--- src/rtl/tcg_pkg.sv ---
package tcg_pkg;
  localparam int CNT_W    = 16;
  localparam int SYNC_N   = 2;
  localparam int NUM_PINS = 5;
  // bit positions inside the synchronized pin vector
  localparam int P_A  = 0;
  localparam int P_B  = 1;
  localparam int P_X0 = 2;
  localparam int P_X1 = 3;
  localparam int P_X2 = 4;
endpackage

--- src/rtl/tcg_pin_sync.sv ---
module tcg_pin_sync #(
  parameter int W      = 5,
  parameter int STAGES = 2
) (
  input  logic         clk,
  input  logic         rst,
  input  logic [W-1:0] din,
  output logic [W-1:0] rise
);
  localparam int LAST = STAGES;

  // pipe[0..STAGES-1] synchronize, pipe[STAGES] keeps the prior sample
  logic [LAST:0][W-1:0] pipe;

  always_ff @(posedge clk) begin
    if (rst) begin
      pipe <= '0;
    end else begin
      pipe[0] <= din;
      for (int i = 1; i <= LAST; i++) pipe[i] <= pipe[i-1];
    end
  end

  genvar g;
  generate
    for (g = 0; g < W; g++) begin : g_edge
      assign rise[g] = pipe[LAST-1][g] & ~pipe[LAST][g];
    end
  endgenerate
endmodule

--- src/rtl/tcg_trig_sel.sv ---
module tcg_trig_sel
  import tcg_pkg::*;
(
  input  logic                clk,
  input  logic                rst,
  input  logic                wave_mode,
  input  logic [1:0]          ext_sel,
  input  logic                ext_trig_en,
  input  logic [NUM_PINS-1:0] rise,
  output logic                ext_evt,
  output logic                pin_a_oe,
  output logic                pin_b_oe
);
  logic src;

  always_comb begin
    if (!wave_mode) begin
      src = ext_sel[0] ? rise[P_B] : rise[P_A];
    end else begin
      unique case (ext_sel)
        2'd0:    src = rise[P_B];
        2'd1:    src = rise[P_X0];
        2'd2:    src = rise[P_X1];
        default: src = rise[P_X2];
      endcase
    end
  end

  assign ext_evt = ext_trig_en & src;

  always_ff @(posedge clk) begin
    if (rst) begin
      pin_a_oe <= 1'b0;
      pin_b_oe <= 1'b0;
    end else begin
      pin_a_oe <= wave_mode;
      pin_b_oe <= wave_mode & (ext_sel != 2'd0);
    end
  end
endmodule

--- src/rtl/tcg_trig_ctl.sv ---
module tcg_trig_ctl (
  input  logic clk,
  input  logic rst,
  input  logic cnt_tick,
  input  logic clk_en_cmd,
  input  logic clk_dis_cmd,
  input  logic dis_evt,
  input  logic stop_evt,
  input  logic trig_req,
  output logic clk_on,
  output logic run,
  output logic trig_apply,
  output logic trig_pend
);
  logic stopped;

  assign trig_apply = cnt_tick & (trig_pend | trig_req);
  assign run        = clk_on & ~stopped;

  always_ff @(posedge clk) begin
    if (rst) begin
      clk_on    <= 1'b0;
      stopped   <= 1'b0;
      trig_pend <= 1'b0;
    end else begin
      // clock status latch, disable has priority
      if (clk_dis_cmd || dis_evt) clk_on <= 1'b0;
      else if (clk_en_cmd)        clk_on <= 1'b1;

      // stop latch, a new stop beats a same-cycle restart
      if (stop_evt)        stopped <= 1'b1;
      else if (trig_apply) stopped <= 1'b0;

      // a request waits for the next counter-clock tick
      if (cnt_tick)      trig_pend <= 1'b0;
      else if (trig_req) trig_pend <= 1'b1;
    end
  end
endmodule

--- src/rtl/tcg_counter.sv ---
module tcg_counter #(
  parameter int W = 16
) (
  input  logic         clk,
  input  logic         rst,
  input  logic         cnt_tick,
  input  logic         run,
  input  logic         trig_apply,
  input  logic [W-1:0] rc_val,
  output logic [W-1:0] cnt,
  output logic         rc_match
);
  localparam logic [W-1:0] ONE = W'(1);

  always_ff @(posedge clk) begin
    if (rst) begin
      cnt <= '0;
    end else if (cnt_tick) begin
      if (trig_apply) cnt <= '0;
      else if (run)   cnt <= cnt + ONE;
    end
  end

  assign rc_match = (cnt == rc_val);
endmodule

--- src/rtl/tcg_chan_gate.sv ---
module tcg_chan_gate
  import tcg_pkg::*;
(
  input  logic             clk,
  input  logic             rst,
  input  logic             cnt_tick,
  input  logic             clk_en_cmd,
  input  logic             clk_dis_cmd,
  input  logic             sw_trig,
  input  logic             sync_in,
  input  logic             stop_evt,
  input  logic             dis_evt,
  input  logic             wave_mode,
  input  logic [1:0]       ext_sel,
  input  logic             ext_trig_en,
  input  logic             rc_trig_en,
  input  logic [CNT_W-1:0] rc_val,
  input  logic             pin_a,
  input  logic             pin_b,
  input  logic             xc0,
  input  logic             xc1,
  input  logic             xc2,
  output logic [CNT_W-1:0] cnt,
  output logic             clk_on,
  output logic             pin_a_oe,
  output logic             pin_b_oe
);
  logic [NUM_PINS-1:0] pins_raw;
  logic [NUM_PINS-1:0] pins_rise;
  logic                ext_evt;
  logic                rc_match;
  logic                rc_hit;
  logic                trig_req;
  logic                trig_apply;
  logic                trig_pend;
  logic                run;

  assign pins_raw = {xc2, xc1, xc0, pin_b, pin_a};

  tcg_pin_sync #(.W(NUM_PINS), .STAGES(SYNC_N)) u_sync (
    .clk  (clk),
    .rst  (rst),
    .din  (pins_raw),
    .rise (pins_rise)
  );

  tcg_trig_sel u_sel (
    .clk         (clk),
    .rst         (rst),
    .wave_mode   (wave_mode),
    .ext_sel     (ext_sel),
    .ext_trig_en (ext_trig_en),
    .rise        (pins_rise),
    .ext_evt     (ext_evt),
    .pin_a_oe    (pin_a_oe),
    .pin_b_oe    (pin_b_oe)
  );

  assign rc_hit   = rc_trig_en & rc_match & run;
  assign trig_req = sw_trig | sync_in | ext_evt | rc_hit;

  tcg_trig_ctl u_ctl (
    .clk         (clk),
    .rst         (rst),
    .cnt_tick    (cnt_tick),
    .clk_en_cmd  (clk_en_cmd),
    .clk_dis_cmd (clk_dis_cmd),
    .dis_evt     (dis_evt),
    .stop_evt    (stop_evt),
    .trig_req    (trig_req),
    .clk_on      (clk_on),
    .run         (run),
    .trig_apply  (trig_apply),
    .trig_pend   (trig_pend)
  );

  tcg_counter #(.W(CNT_W)) u_cnt (
    .clk        (clk),
    .rst        (rst),
    .cnt_tick   (cnt_tick),
    .run        (run),
    .trig_apply (trig_apply),
    .rc_val     (rc_val),
    .cnt        (cnt),
    .rc_match   (rc_match)
  );
endmodule

--- config.mk ---
export PLATFORM = sky130hd
export DESIGN_NAME = tcg_chan_gate
export DESIGN_NICKNAME = d
export VERILOG_FILES = /design/src/rtl/tcg_pkg.sv /design/src/rtl/tcg_pin_sync.sv /design/src/rtl/tcg_trig_sel.sv /design/src/rtl/tcg_trig_ctl.sv /design/src/rtl/tcg_counter.sv /design/src/rtl/tcg_chan_gate.sv
export SDC_FILE = /design/constraint.sdc
export NUM_CORES = 1
export LEC_CHECK = 0
export BUFFER_PORTS_ARGS = -buffer_cell sky130_fd_sc_hd__buf_2
export CELL_PAD_IN_SITES_DETAIL_PLACEMENT = 0
export CELL_PAD_IN_SITES_GLOBAL_PLACEMENT = 1
export CORE_MARGIN = 2
export CORE_UTILIZATION = 32
export DETAILED_ROUTE_END_ITERATION = 7
export PLACE_DENSITY = 0.75
export REMOVE_ABC_BUFFERS = 1
export SLEW_MARGIN = 20
export SYNTH_ARGS = -nofsm -noshare
export SYNTH_HDL_FRONTEND = slang
export SYNTH_SLANG_ARGS = --single-unit
--- constraint.sdc ---
create_clock -name clk -period 1.8 [get_ports clk]
set_clock_uncertainty 0.15 [all_clocks]
set_input_delay 0.09 -clock clk [delete_from_list [all_inputs] [get_ports clk]]
set_output_delay 0.09 -clock clk [all_outputs]
set_load 0.02 [all_outputs]
==> results of run 1 <==
[layout by cell type (no fill, tap or decap), types with 4 or more instances in the layout]
master         instances
buf_2                 52
dfxtp_1               30
buf_4                 26
nor2b_1               17
xnor2_1               17
nand2_1               15
nor2_1                11
nand4_1               10
dlygate4sd3_1         10
nand3_1                8
a21oi_1                8
dfxtp_2                6
inv_1                  5
xor2_1                 5
clkbuf_8               5
or4_1                  4
buf_6                  4
[sequential cells by signal, indices dropped and copies added, names as in the netlist]
name             cells
u_ctl.trig_pend      1
u_ctl.clk_on         1
u_ctl.stopped        1
u_sel.pin_b_oe       1
u_sel.pin_a_oe       1
u_sync.pipe         15
u_cnt.cnt           16
[power groups by stage]
stage | sequential [mW] | combinational, mW | clock (mW)
final | 0.823 | 0.185 | 0.723
after global routing | 0.825 | 0.200 | 0.772
after CTS | 0.821 | 0.154 | 0.738
after detailed placement | 0.840 | 0.137 | 0
after global placement | 0.840 | 0.136 | 0
after floorplan | 0.843 | 0.0555 | 0
[Yosys cell counts (all sizes together), types with 2 or more instances]
| library cell | instances | area (um2) |
|---|---|---|
| a21oi | 9 | 45.0 |
| a31oi | 2 | 18.8 |
| buf | 4 | 20.0 |
| clkbuf | 2 | 7.51 |
| dfxtp | 36 | 721 |
| inv | 5 | 18.8 |
| nand2 | 15 | 56.3 |
| nand3 | 10 | 50.1 |
| nand3b | 2 | 15.0 |
| nand4 | 10 | 62.6 |
| nor2 | 15 | 61.3 |
| nor2b | 19 | 119 |
| nor3 | 4 | 25.0 |
| o21ai | 7 | 38.8 |
| or3 | 2 | 12.5 |
| or4 | 5 | 37.5 |
| xnor2 | 17 | 149 |
| xor2 | 5 | 43.8 |
[area by class of cell]
| class | count | area [um2] |
|---|---|---|
| Clock buffer | 5 | 68.8 |
| Clock inverter | 3 | 46.3 |
| Fill cell | 455 | 2260 |
| Inverter | 5 | 18.8 |
| Multi-Input combinational cell | 136 | 975 |
| Sequential cell | 36 | 728 |
| Tap cell | 67 | 83.8 |
| Timing Repair Buffer | 93 | 608 |
[kinds of logic (layout without fill, tap and decap cells)]
family / after synthesis / count (layout) / share of synthesized area, %
AO/OA/AOI/OAI: 23 / 23 / 8.82
XOR/XNOR: 22 / 22 / 12.0
buffers and inverters: 11 / 106 / 2.89
adder cells (fa/ha/maj): 1 / 1 / 0.781
AND/OR/NAND/NOR: 89 / 90 / 30.5
flip-flops: 36 / 36 / 45.0
[metal layers]
metal | global-route usage [%] | up-vias | share of wire, %
met5 | 0 | - | 0
met4 | 6.94 | 0 | 1.4
met3 | 3.21 | 6 | 3.5
met2 | 24.9 | 33 | 50
met1 | 17.7 | 741 | 45
li1 | - | 824 | -
[metrics by stage]
| step | TNS (ns) | setup WS (ns) |
|---|---|---|
| final | 0 | 0.00736 |
| after global routing | -0.863 | -0.0795 |
| after global placement | -0.00150 | -0.00150 |
| after floorplan | -0.256 | -0.0860 |
| after detailed placement | -0.00221 | -0.00221 |
| after CTS | 0 | 0.0148 |
[worst max-delay path: stages]
cell           delay (ns)
dlygate4sd3_1        0.54
buf_2                0.14
nand2b_4             0.14
o21ai_4              0.21
nor3_4               0.09
or4b_1               0.50
a21oi_1              0.14
[how the worst max path moves through the flow]
stage / from / to / slack (ns)
floorplan: u_cnt.cnt[6]$_SDFFE_PP0P_ / u_cnt.cnt[14]$_SDFFE_PP0P_ / -0.09
global placement: u_cnt.cnt[0]$_SDFFE_PP0P_ / u_cnt.cnt[15]$_SDFFE_PP0P_ / -0.002
detailed placement: u_sync.pipe[9]$_SDFF_PP0_ / u_cnt.cnt[7]$_SDFFE_PP0P_ / -0.002
CTS: wave_mode / u_cnt.cnt[7]$_SDFFE_PP0P_ / 0.01
global route: u_sync.pipe[9]$_SDFF_PP0_ / u_cnt.cnt[7]$_SDFFE_PP0P_ / -0.08
finish: wave_mode / u_cnt.cnt[7]$_SDFFE_PP0P_ / 0.007
[timing repair]
item | in CTS | in global routing
endpoints found under the hold margin | 9 | 0
resized for setup | 2 | 36
pin swaps | 1 | 11
buffers inserted | 1 | 4
setup endpoints to repair | 3 | 17
gates cloned | 0 | 1
hold buffers | 10 | 0
==> results.md, run 1 <==
- Maxcap violations: 0
- Synthesized flop and latch total: 36
- Total chip power: 1.73 mW
- Final Critical Period: 1.79 ns
- Core area: 4790 um2
- Layout area overhead: 57.8%
- Reg-to-Reg Start: u_sync.pipe[9]$_SDFF_PP0_
- R2R depth: 6
- Slew of the pin with the lowest slew margin: 0.335 ns
- DRC Markers: 0
- Mapped cell area: 1600 um2
- Die extent in x: 74.8 um
- Main synth FF type: dfxtp_1
- Placement row count: 25
- PwrDens: 684 nW/um2
- RD Place Congestion: 0.810
- ANT nets after route: 0
- Clock root buffer: clkbuf_8
- Fin nets: 313
- Crit path DAT: 1.86 ns
- Hold_ws: 0.0271 ns
- TritonCTS clock tree: yes
- Dpl cells: 321
- Synth Instances: 182
- Diodes inserted: 0
- EDFF count, synth: 0
- Largest net degree at the start of global routing: 20
- Unrepaired setup endpoints after global routing: true
- Count of warnings emitted by yosys: 0
- Internal: 1.34 mW
- Layout Utilization: 52.8%
- Sw frac: 22.9%
- Switching Power: 0.396 mW
- Ys async rst share: 0%
- Clock latency on the worst-skew pair: 0.29 ns
- Final hold violation count: 0
- Largest fanout on the critical path: 5
- Initial antenna violation count: 0
- Clock group share of total power: 41.8%
- First-pass GRT wire length: 6.18 mm
- Tightest Hold Check Type: in -> reg
- WHS Endpoint: u_ctl.trig_pend$_SDFFE_PP0P_
- CTS Sinks: 36
- Max Clock Freq: 558 MHz
- First DRT Iteration DRCs: 53
- H-tree levels: 2
- CP Data Required Time: 1.86 ns
- Static leakage: 0.999 nW
- Status: finished clean
- Worst Setup End Kind: register
- Worst setup SP type: input port
- GRT Util Overall: 14.7%
- Worst VDD drop: 0.000581 V
- Hold_sp: rc_trig_en
- Fin. max-slew vios: 0
- PortBufs: 53
- Average vias per placed instance: 4.65
- Die area: 5590 um2
- Ports: 54
- Final setup fails: 0
- Sequential fraction of design power: 47.5%
- Count of cell types in the netlist: 36
- Fraction of layout cells with a size suffix above 1: 43.5%
- Total grt overflow: 0
- CTS clk-pin slew, worst paths: 0.08 ns
- WHS Path Cells: 5
- Clk buf depth: 2
- DR vias: 1604
- Post-DP Area: 2110 um2
- Initial Utilization: 33.5%
- Post-detail-place hpwl: 3.07 mm
- Worst slew margin: 77.5%
- Vias in the first global route: 1414
- Pre-antenna DRT Iters: 4
- Routed WL: 4.21 mm
- Final worst-path cycle share: 99.6%
- Non-Filler Instances: 345
- Logic pwr share: 10.7%
- Setup slack, reg-to-reg: 0.02 ns
- Num CTS Buffers: 5
- Sequential area share after synthesis: 45.0%
- WS Path Type: in -> reg
- Design area: 2530 um2
- Floorplan die height: 74.8 um
- FF-to-FF End: u_cnt.cnt[7]$_SDFFE_PP0P_
- Syn Area/Cell: 8.81 um2
- Drt wl/cell: 12.2 um
(Power assumes the default switching activity.)
==> inputs of run 2 (changes only) <==
--- a/config.mk
+++ b/config.mk
@@ -9,11 +9,13 @@
 export CELL_PAD_IN_SITES_DETAIL_PLACEMENT = 0
 export CELL_PAD_IN_SITES_GLOBAL_PLACEMENT = 1
 export CORE_MARGIN = 2
-export CORE_UTILIZATION = 32
+export CORE_UTILIZATION = 33
 export DETAILED_ROUTE_END_ITERATION = 7
+export GPL_TIMING_DRIVEN = 0
 export PLACE_DENSITY = 0.75
 export REMOVE_ABC_BUFFERS = 1
 export SLEW_MARGIN = 20
 export SYNTH_ARGS = -nofsm -noshare
 export SYNTH_HDL_FRONTEND = slang
+export SYNTH_HIERARCHICAL = 1
 export SYNTH_SLANG_ARGS = --single-unit
==> run 2 against run 1 <==
  * The flow now finishes with violations (setup timing)
  * Utilization increased by 0.66 points
  * Sequential cell count is the same
  * Global-route usage is 0.38 points higher
  * Fmax decreased by 29%
  * Largest power group unchanged
==> results.md, run 2 <==
- Status: finished, violations left
- Failing checks: setup timing
- Count of warnings emitted by yosys: 6 (+6)
- Synth Area in Compound Gates: 8.24% (-0.58 points)
- Clock root buffer: clkbuf_8
- Cell taking the most area after synthesis: dfxtp_1
- Post-Synth Simple-Gate Area: 30.1% (-0.47 points)
- Ports: 54 (unchanged)
- EDFF count, synth: 0 (unchanged)
- Total grt overflow: 0 (unchanged)
- Layout Utilization: 53.5% (+0.66 points)
- DR vias: 1492 (-7.0%)
- Critical-path cell list: xnor2_2, nand4_1, nor4_2, nand3_1, nand2_1, or2_4, and2_4, o2111a_2, nand4_1, or3_1, a21oi_2
- Post-synthesis mux area share: 0.610% (+0.61 points)
- Max Clock Freq: 394 MHz (-29%)
- Core area: 4750 um2 (-0.65%)
- Floorplan die height: 74.5 um (-0.35%)
- R2R depth: 11 (+5)
- Worst setup SP type: register
- ANT nets after route: 0 (unchanged)
- Sequential area share after synthesis: 43.9% (-1.0 points)
- Crit path top cell by count: nand4_1
- Final worst-path cycle share: 141% (+41 points)
- Average vias per placed instance: 4.56 (-1.9%)
- Max reg flops: 16 (unchanged)
- Maxcap violations: 0 (unchanged)
- Initial Utilization: 34.5% (+1.0 points)
- Top post-synthesis cells by count: 36 x dfxtp_1, 19 x xnor2_1, 14 x nor2_1
- Pre-antenna DRT Iters: 4 (unchanged)
- Tightest Hold Check Type: in -> reg
- Fraction of layout cells with a size suffix above 1: 53.8% (+10 points)
- Top Family by Delay on Critical Path: simple AND/OR/NAND/NOR gates
- H-tree levels: 2 (unchanged)
- First DRT Iteration DRCs: 38 (-28%)
- Clk buf depth: 2 (unchanged)
- TritonCTS clock tree: yes
- Final setup fails: 18 (+18)
- Largest family of logic cells by synthesized area: simple AND/OR/NAND/NOR gates
- Main synth FF type: dfxtp_1
- GRT Util Overall: 15.0% (+0.38 points)
- Initial antenna violation count: 0 (unchanged)
- Unrepaired setup endpoints after global routing: true
- PwrDens: 614 nW/um2 (-10%)
- Fin. max-slew vios: 0 (unchanged)
- Final Critical Period: 2.54 ns (+0.744 ns)
- Adder-cell share of the synthesized area: 0.763% (-0.018 points)
- Largest net degree at the start of global routing: 23 (+15%)
- Largest fanout on the critical path: 5 (unchanged)
- Mapped cell area: 1640 um2 (+2.3%)
- Fin nets: 295 (-5.8%)
- CTS clk-pin slew, worst paths: 0.08 ns (about the same)
- Layout area overhead: 55.1%
- Design area: 2540 um2 (+0.59%)
- Post-DP Area: 1960 um2 (-7.2%)
- WHS Path Cells: 2 (-3)
- Post-detail-place hpwl: 2.40 mm (-22%)
- Largest registers: u_cnt/cnt: 16 flops, u_sync/pipe: 15 flops
- WS Path Type: reg -> reg
- Slowest CP cell: or3_1
- Worst Setup End Kind: register
- TNS Setup: -10.49 ns (-10.49 ns)
- Hold_ws: 0.0398 ns (+0.0128 ns)
- Worst slew margin: 66.2% (-11 points)
- Final worst slack: -0.736 ns (-0.744 ns)
- Worst VDD drop: 0.000325 V (-44%)
- Syn Area/Cell: 9.65 um2 (+9.6%)
- Critical Path Stages: 11 (+4)
- Slew of the pin with the lowest slew margin: 0.505 ns (+0.170 ns)
- Placement row count: 25 (unchanged)
- Most frequent cells in the layout: 53 x buf_2, 17 x buf_4, 17 x dfxtp_1
- RD Place Congestion: 0.718 (-11%)
- Top-area cell type share of the netlist area: 43.9% (-1.0 points)
- Synthesized flop and latch total: 36 (unchanged)
- Static leakage: 1.08 nW (+7.6%)
- Final hold violation count: 0 (unchanged)
- Drt wl/cell: 12.4 um (+1.2%)
- Count leader, synth: dfxtp_1
- Biggest register: u_cnt/cnt
- Num CTS Buffers: 5 (unchanged)
- Critical path buffer and inverter count: 0 (-2)
- CTS Sinks: 36 (unchanged)
- CP Data Required Time: 1.87 ns (about the same)
- Vias in the first global route: 1368 (-3.3%)
- Count of cell types in the netlist: 43 (+19%)
- Die area: 5550 um2 (-0.71%)
- Synth Instances: 170 (-6.6%)
- PortBufs: 53 (unchanged)
- Clock latency on the worst-skew pair: 0.29 ns (about the same)
- Crit path DAT: 2.61 ns (+0.75 ns)
- Ys async rst share: 0% (unchanged)
- Routed WL: 4.04 mm (-4.1%)
- Top cells by area, synth: dfxtp_1 44%, xnor2_1 10%, xor2_1 4.3%, nor2b_1 3.8%, nor2b_2 3.7%
- Commonest non-fill, non-tap cell in the layout: buf_2
- Largest incremental delay on the critical path: 0.43 ns (-0.11 ns)
- First-pass GRT wire length: 6.31 mm (+2.0%)
- Die extent in x: 74.5 um (-0.35%)
- DRC Markers: 0 (unchanged)
- Diodes inserted: 0 (unchanged)
- XOR/XNOR Fraction of Synth Area: 14.4% (+2.4 points)
==> run 2: cell type report <==
| cell class | count | area [um2] |
|---|---|---|
| Fill cell | 455 | 2210 |
| Inverter | 1 | 3.75 |
| Clock buffer | 5 | 68.8 |
| Sequential cell | 36 | 772 |
| Clock inverter | 3 | 23.8 |
| Timing Repair Buffer | 86 | 558 |
| Tap cell | 67 | 83.8 |
| Multi-Input combinational cell | 129 | 1030 |
==> run 2: repair_timing <==
action / 4_1_cts / 5_1_grt
resized for setup: 42 / 18
setup endpoints to repair: 18 / 18
buffers inserted: 13 / 9
pin swaps: 31 / 17
cloned: 1 / 0
hold endpoints to repair: 10 / 0
hold buffers: 12 / 0
==> run 2: logic make-up (layout without fill, tap and decap cells) <==
group,after synthesis,after routing
AND/OR/NAND/NOR,81,81
flip-flops,36,36
XOR/XNOR,27,27
AO/OA/AOI/OAI,18,19
buffers and inverters,6,95
adder cells (fa/ha/maj),1,1
multiplexers,1,1
==> run 2: through the flow <==
stage | instances | setup WS (ns) | total power, mW
4_1_cts | 319 | -0.705 | 1.58
2_1_floorplan | 165 | -0.833 | 0.903
5_1_grt | 327 | -0.973 | 1.64
3_5_place_dp | 285 | -1.20 | 0.970
6_report | 327 | -0.736 | 1.56
3_3_place_gp | 285 | -1.16 | 0.969
==> run 2: worst paths after layout <==
| path | end | slack, ns | startpoint |
|---|---|---|---|
| worst max-delay path | u_cnt/cnt[15]$_SDFFE_PP0P_ | -0.74 | u_cnt/cnt[11]$_SDFFE_PP0P_ |
| worst min-delay path | u_ctl/stopped$_SDFFE_PP0P_ | 0.04 | cnt_tick |
| worst max register to register | u_cnt/cnt[15]$_SDFFE_PP0P_ | -0.74 | u_cnt/cnt[11]$_SDFFE_PP0P_ |
| worst min register to register | u_sync/pipe[5]$_SDFF_PP0_ | 0.29 | u_sync/pipe[0]$_SDFF_PP0_ |
==> run 2: power breakdown <==
part,leakage [nW],internal (mW),switching [mW]
registers,0.306,0.800,0.00616
clock network,0.0404,0.274,0.305
logic,0.728,0.102,0.0748
==> run 2: layer usage <==
layer | up-vias | GRT usage (%) | part of all wire (%)
met4 | 0 | 7.14 | 1.6
li1 | 761 | - | -
met2 | 29 | 25.6 | 49
met1 | 697 | 18.8 | 45
met3 | 5 | 2.03 | 3.6
met5 | - | 0 | 0
==> inputs of run 3 (changes only) <==
--- a/config.mk
+++ b/config.mk
@@ -5,14 +5,15 @@
 export SDC_FILE = /design/constraint.sdc
 export NUM_CORES = 1
 export LEC_CHECK = 0
+export ABC_AREA = 1
 export BUFFER_PORTS_ARGS = -buffer_cell sky130_fd_sc_hd__buf_2
 export CELL_PAD_IN_SITES_DETAIL_PLACEMENT = 0
 export CELL_PAD_IN_SITES_GLOBAL_PLACEMENT = 1
 export CORE_MARGIN = 2
-export CORE_UTILIZATION = 33
+export CORE_UTILIZATION = 32
 export DETAILED_ROUTE_END_ITERATION = 7
 export GPL_TIMING_DRIVEN = 0
-export PLACE_DENSITY = 0.75
+export PLACE_DENSITY = 0.76
 export REMOVE_ABC_BUFFERS = 1
 export SLEW_MARGIN = 20
 export SYNTH_ARGS = -nofsm -noshare
==> constraint.sdc (replaced) <==
create_clock -name clk -period 1.8 [get_ports clk]
set_clock_uncertainty 0.15 [all_clocks]
set_input_delay 0.09 -clock clk [delete_from_list [all_inputs] [get_ports clk]]
set_output_delay 0.09 -clock clk [all_outputs]
set_load 0.05 [all_outputs]
==> run 3 against run 2 <==
  * Largest cell class unchanged
  * Total power rose by 13%
  * Register-to-register slack better by 0.43 ns
  * Combinational power rose by 38%
  * Clock power rose by 22%
  * Routed wire length grew 0.99%
  * Hold slack better by 0.0023 ns
  * Largest power group unchanged
  * Clock-buffer cell count unchanged
  * Critical path type unchanged
  * Global-route usage fell by 1.8 points
  * Sequential power hardly changed
  * The flow still finishes with violations (setup timing)
  * Cell area grew 8.4%
  * Non-clock buffer count grew 1
==> results.md, run 3 <==
- GRT Util Overall: 13.3% (-1.8 points)
- Biggest register: u_cnt/cnt
- Failing checks: setup timing
- PwrDens: 638 nW/um2 (+4.0%)
- Sw frac: 24.5% (-0.22 points)
- Die extent in x: 79.3 um (+6.5%)
- Max Clock Freq: 474 MHz (+20%)
- PortBufs: 53 (unchanged)
- Sequential fraction of design power: 46.0% (-5.6 points)
- Dpl ws: -0.664 ns (+0.533 ns)
- Mapped cell area: 1820 um2 (+11%)
- First DRT Iteration DRCs: 58 (+53%)
- Post-DP Area: 2140 um2 (+8.9%)
- Unrepaired setup endpoints after global routing: true
- Core area: 5510 um2 (+16%)
- Tightest Hold Check Type: in -> reg
- Drt wl/cell: 9.62 um (-22%)
- Top-area cell type share of the netlist area: 39.7% (-4.2 points)
- Routed WL: 4.08 mm (+0.99%)
- Final setup fails: 16 (-2)
- Final worst slack: -0.311 ns (+0.425 ns)
- Design area: 2760 um2 (+8.4%)
- Die area: 6290 um2 (+13%)
- CTS clk-pin slew, worst paths: 0.08 ns (about the same)
- Largest fanout on the critical path: 5 (unchanged)
- Placement row count: 27 (+8.0%)
- Commonest non-fill, non-tap cell in the layout: nand2_1
- Top cells by area, synth: dfxtp_1 40%, nand2_1 12%, nor2_1 11%, inv_1 9.1%, xnor2_1 6.8%
- Count leader, synth: nand2_1
- DRC Markers: 0 (unchanged)
- Main synth FF type: dfxtp_1
- Sequential area share after synthesis: 39.7% (-4.2 points)
- Fin nets: 387 (+31%)
- WS Path Type: reg -> reg
- Post-detail-place hpwl: 2.74 mm (+14%)
- Final worst-path cycle share: 117% (-24 points)
- Max reg flops: 16 (unchanged)
- Pre-antenna DRT Iters: 4 (unchanged)
- Final Critical Period: 2.11 ns (-0.425 ns)
- Largest registers: u_cnt/cnt: 16 flops, u_sync/pipe: 15 flops
- Syn Area/Cell: 6.98 um2 (-28%)
- Status: finished, violations left
- Layout Utilization: 50.1% (-3.4 points)
- Switching Power: 0.431 mW (+12%)
- R2R depth: 16 (+5)
- WHS Endpoint: u_sync/pipe[4]$_SDFF_PP0_
- Internal: 1.33 mW (+13%)
- Cell taking the most area after synthesis: dfxtp_1
- Dpl cells: 381 (+34%)
- Count of cell types in the netlist: 29 (-33%)
- Total grt overflow: 0 (unchanged)
- Count of warnings emitted by yosys: 6 (unchanged)
- Slew of the pin with the lowest slew margin: 0.370 ns (-0.135 ns)
- H-tree levels: 2 (unchanged)
- First-pass GRT wire length: 6.67 mm (+5.8%)
- Layout area overhead: 51.8%
- Worst Setup End Kind: register
- Num CTS Buffers: 5 (unchanged)
- CP Data Required Time: 1.83 ns (-0.04 ns)
- Clock root buffer: clkbuf_8
- Synth Instances: 260 (+53%)
- Diodes inserted: 0 (unchanged)
- Crit path DAT: 2.14 ns (-0.47 ns)
- Fillers: 548 (+20%)
- Initial Utilization: 33.0% (-1.5 points)
- Clk buf depth: 2 (unchanged)
- TNS Setup: -4.30 ns (+6.19 ns)
- EDFF count, synth: 0 (unchanged)
- Worst slew margin: 75.3% (+9.1 points)
- CTS Sinks: 36 (unchanged)
- Fin. max-slew vios: 0 (unchanged)
- Ports: 54 (unchanged)
- Largest net degree at the start of global routing: 22 (-4.3%)
- Fraction of layout cells with a size suffix above 1: 41.2% (-13 points)
- Clock group share of total power: 40.1% (+3.1 points)
- Average vias per placed instance: 4.22 (-7.5%)
- Static leakage: 1.37 nW (+28%)
- Most frequent cells in the layout: 55 x nand2_1, 53 x buf_2, 46 x nor2_1
- Worst VDD drop: 0.000385 V (+19%)
- WHS Path Cells: 2 (unchanged)
- Clock latency on the worst-skew pair: 0.28 ns (about the same)
- Floorplan die height: 79.3 um (+6.5%)
- TritonCTS clock tree: yes
- Top post-synthesis cells by count: 58 x nand2_1, 51 x nor2_1, 44 x inv_1
- Final hold violation count: 0 (unchanged)
- Maxcap violations: 0 (unchanged)
- Hold_sp: rst
- Initial antenna violation count: 0 (unchanged)
- Hold_ws: 0.0421 ns (+0.00230 ns)
- Synthesized flop and latch total: 36 (unchanged)
- Ys async rst share: 0% (unchanged)
- Worst setup SP type: register
- Non-Filler Instances: 424 (+30%)
- Logic pwr share: 13.9% (+2.5 points)
- RD Place Congestion: 0.761 (+5.9%)
- DR vias: 1789 (+20%)
- Reg-to-Reg Start: u_cnt/cnt[8]$_SDFFE_PP0P_
- Vias in the first global route: 1655 (+21%)
- Setup slack, reg-to-reg: -0.31 ns (+0.43 ns)
- ANT nets after route: 0 (unchanged)
- Total chip power: 1.76 mW (+13%)
- FF-to-FF End: u_cnt/cnt[11]$_SDFFE_PP0P_
## run 3: changes by cell type after synthesis, sizes merged, moves of 3 or more
cell | previous run | this run
a21oi | 6 | 13
and2b | 5 | 0
inv | 1 | 47
nand2 | 11 | 63
nand3 | 5 | 12
nand4 | 9 | 3
nor2 | 14 | 55
nor2b | 17 | 0
or3 | 3 | 0
xnor2 | 19 | 14
xor2 | 8 | 0
## run 3: per-layer routing
metal  global-route usage, %  share of wire [%]  vias up
li1                        -                  -      970
met4                    3.62               0.69        0
met5                       0                  0        -
met1                    14.7                 46      777
met2                    24.8                 49       38
met3                    3.52                5.0        4
## run 3: power by group through the flow
stage                     registers, mW  clock network [mW]  logic (mW)
after floorplan                   0.868                   0      0.0867
after global placement            0.848                   0       0.176
after detailed placement          0.849                   0       0.179
after CTS                         0.812               0.734       0.233
after global routing              0.812               0.761       0.269
final                             0.809               0.705       0.245
## run 3: cell type report
cell class	count	area, um2	area share, %
Clock inverter	3	42.5	1.54
Tap cell	72	90.1	3.27
Sequential cell	36	773	28.1
Clock buffer	5	68.8	2.50
Timing Repair Buffer	87	564	20.5
Multi-Input combinational cell	174	1030	37.3
Inverter	47	190	6.90
## run 3: worst max-delay path by stage
stage	cells after the start	end	slack, ns	from
3_5_place_dp	16	u_cnt/cnt[15]$_SDFFE_PP0P_	-0.66	u_cnt/cnt[2]$_SDFFE_PP0P_
5_1_grt	16	u_cnt/cnt[15]$_SDFFE_PP0P_	-0.45	u_cnt/cnt[8]$_SDFFE_PP0P_
2_1_floorplan	16	u_cnt/cnt[13]$_SDFFE_PP0P_	-0.60	u_cnt/cnt[2]$_SDFFE_PP0P_
4_1_cts	16	u_cnt/cnt[15]$_SDFFE_PP0P_	-0.30	u_cnt/cnt[11]$_SDFFE_PP0P_
6_report	16	u_cnt/cnt[11]$_SDFFE_PP0P_	-0.31	u_cnt/cnt[8]$_SDFFE_PP0P_
3_3_place_gp	16	u_cnt/cnt[15]$_SDFFE_PP0P_	-0.67	u_cnt/cnt[2]$_SDFFE_PP0P_
## run 3: repair_timing
action,4_1_cts,5_1_grt
gates resized for setup,46,20
pin swaps,20,18
hold endpoints to repair,10,0
hold buffers,11,0
gates cloned,1,0
setup endpoints to repair,16,16
setup buffers,18,5
## run 3: worst max-delay path: stages, from the launching register on
cell and delay [ns]:
dfxtp_4 0.37, xnor2_2 0.15, nand2_1 0.09, nor2_2 0.11
nand2_1 0.08, nor2_2 0.14, nand3_2 0.08, nand3_2 0.08
o21ai_2 0.06, inv_1 0.06, nand2_2 0.06, nand2_4 0.10
nand2_4 0.09, nor2_4 0.18, nand3_1 0.09, nand2_1 0.07
nor2_1 0.03
## run 3: kinds of logic after synthesis
logic type,synth area share [%]
AND/OR/NAND/NOR,34.5
AO/OA/AOI/OAI,6.62
flip-flops,39.7
buffers and inverters,11.8
adder cells (fa/ha/maj),0.689
XOR/XNOR,6.75
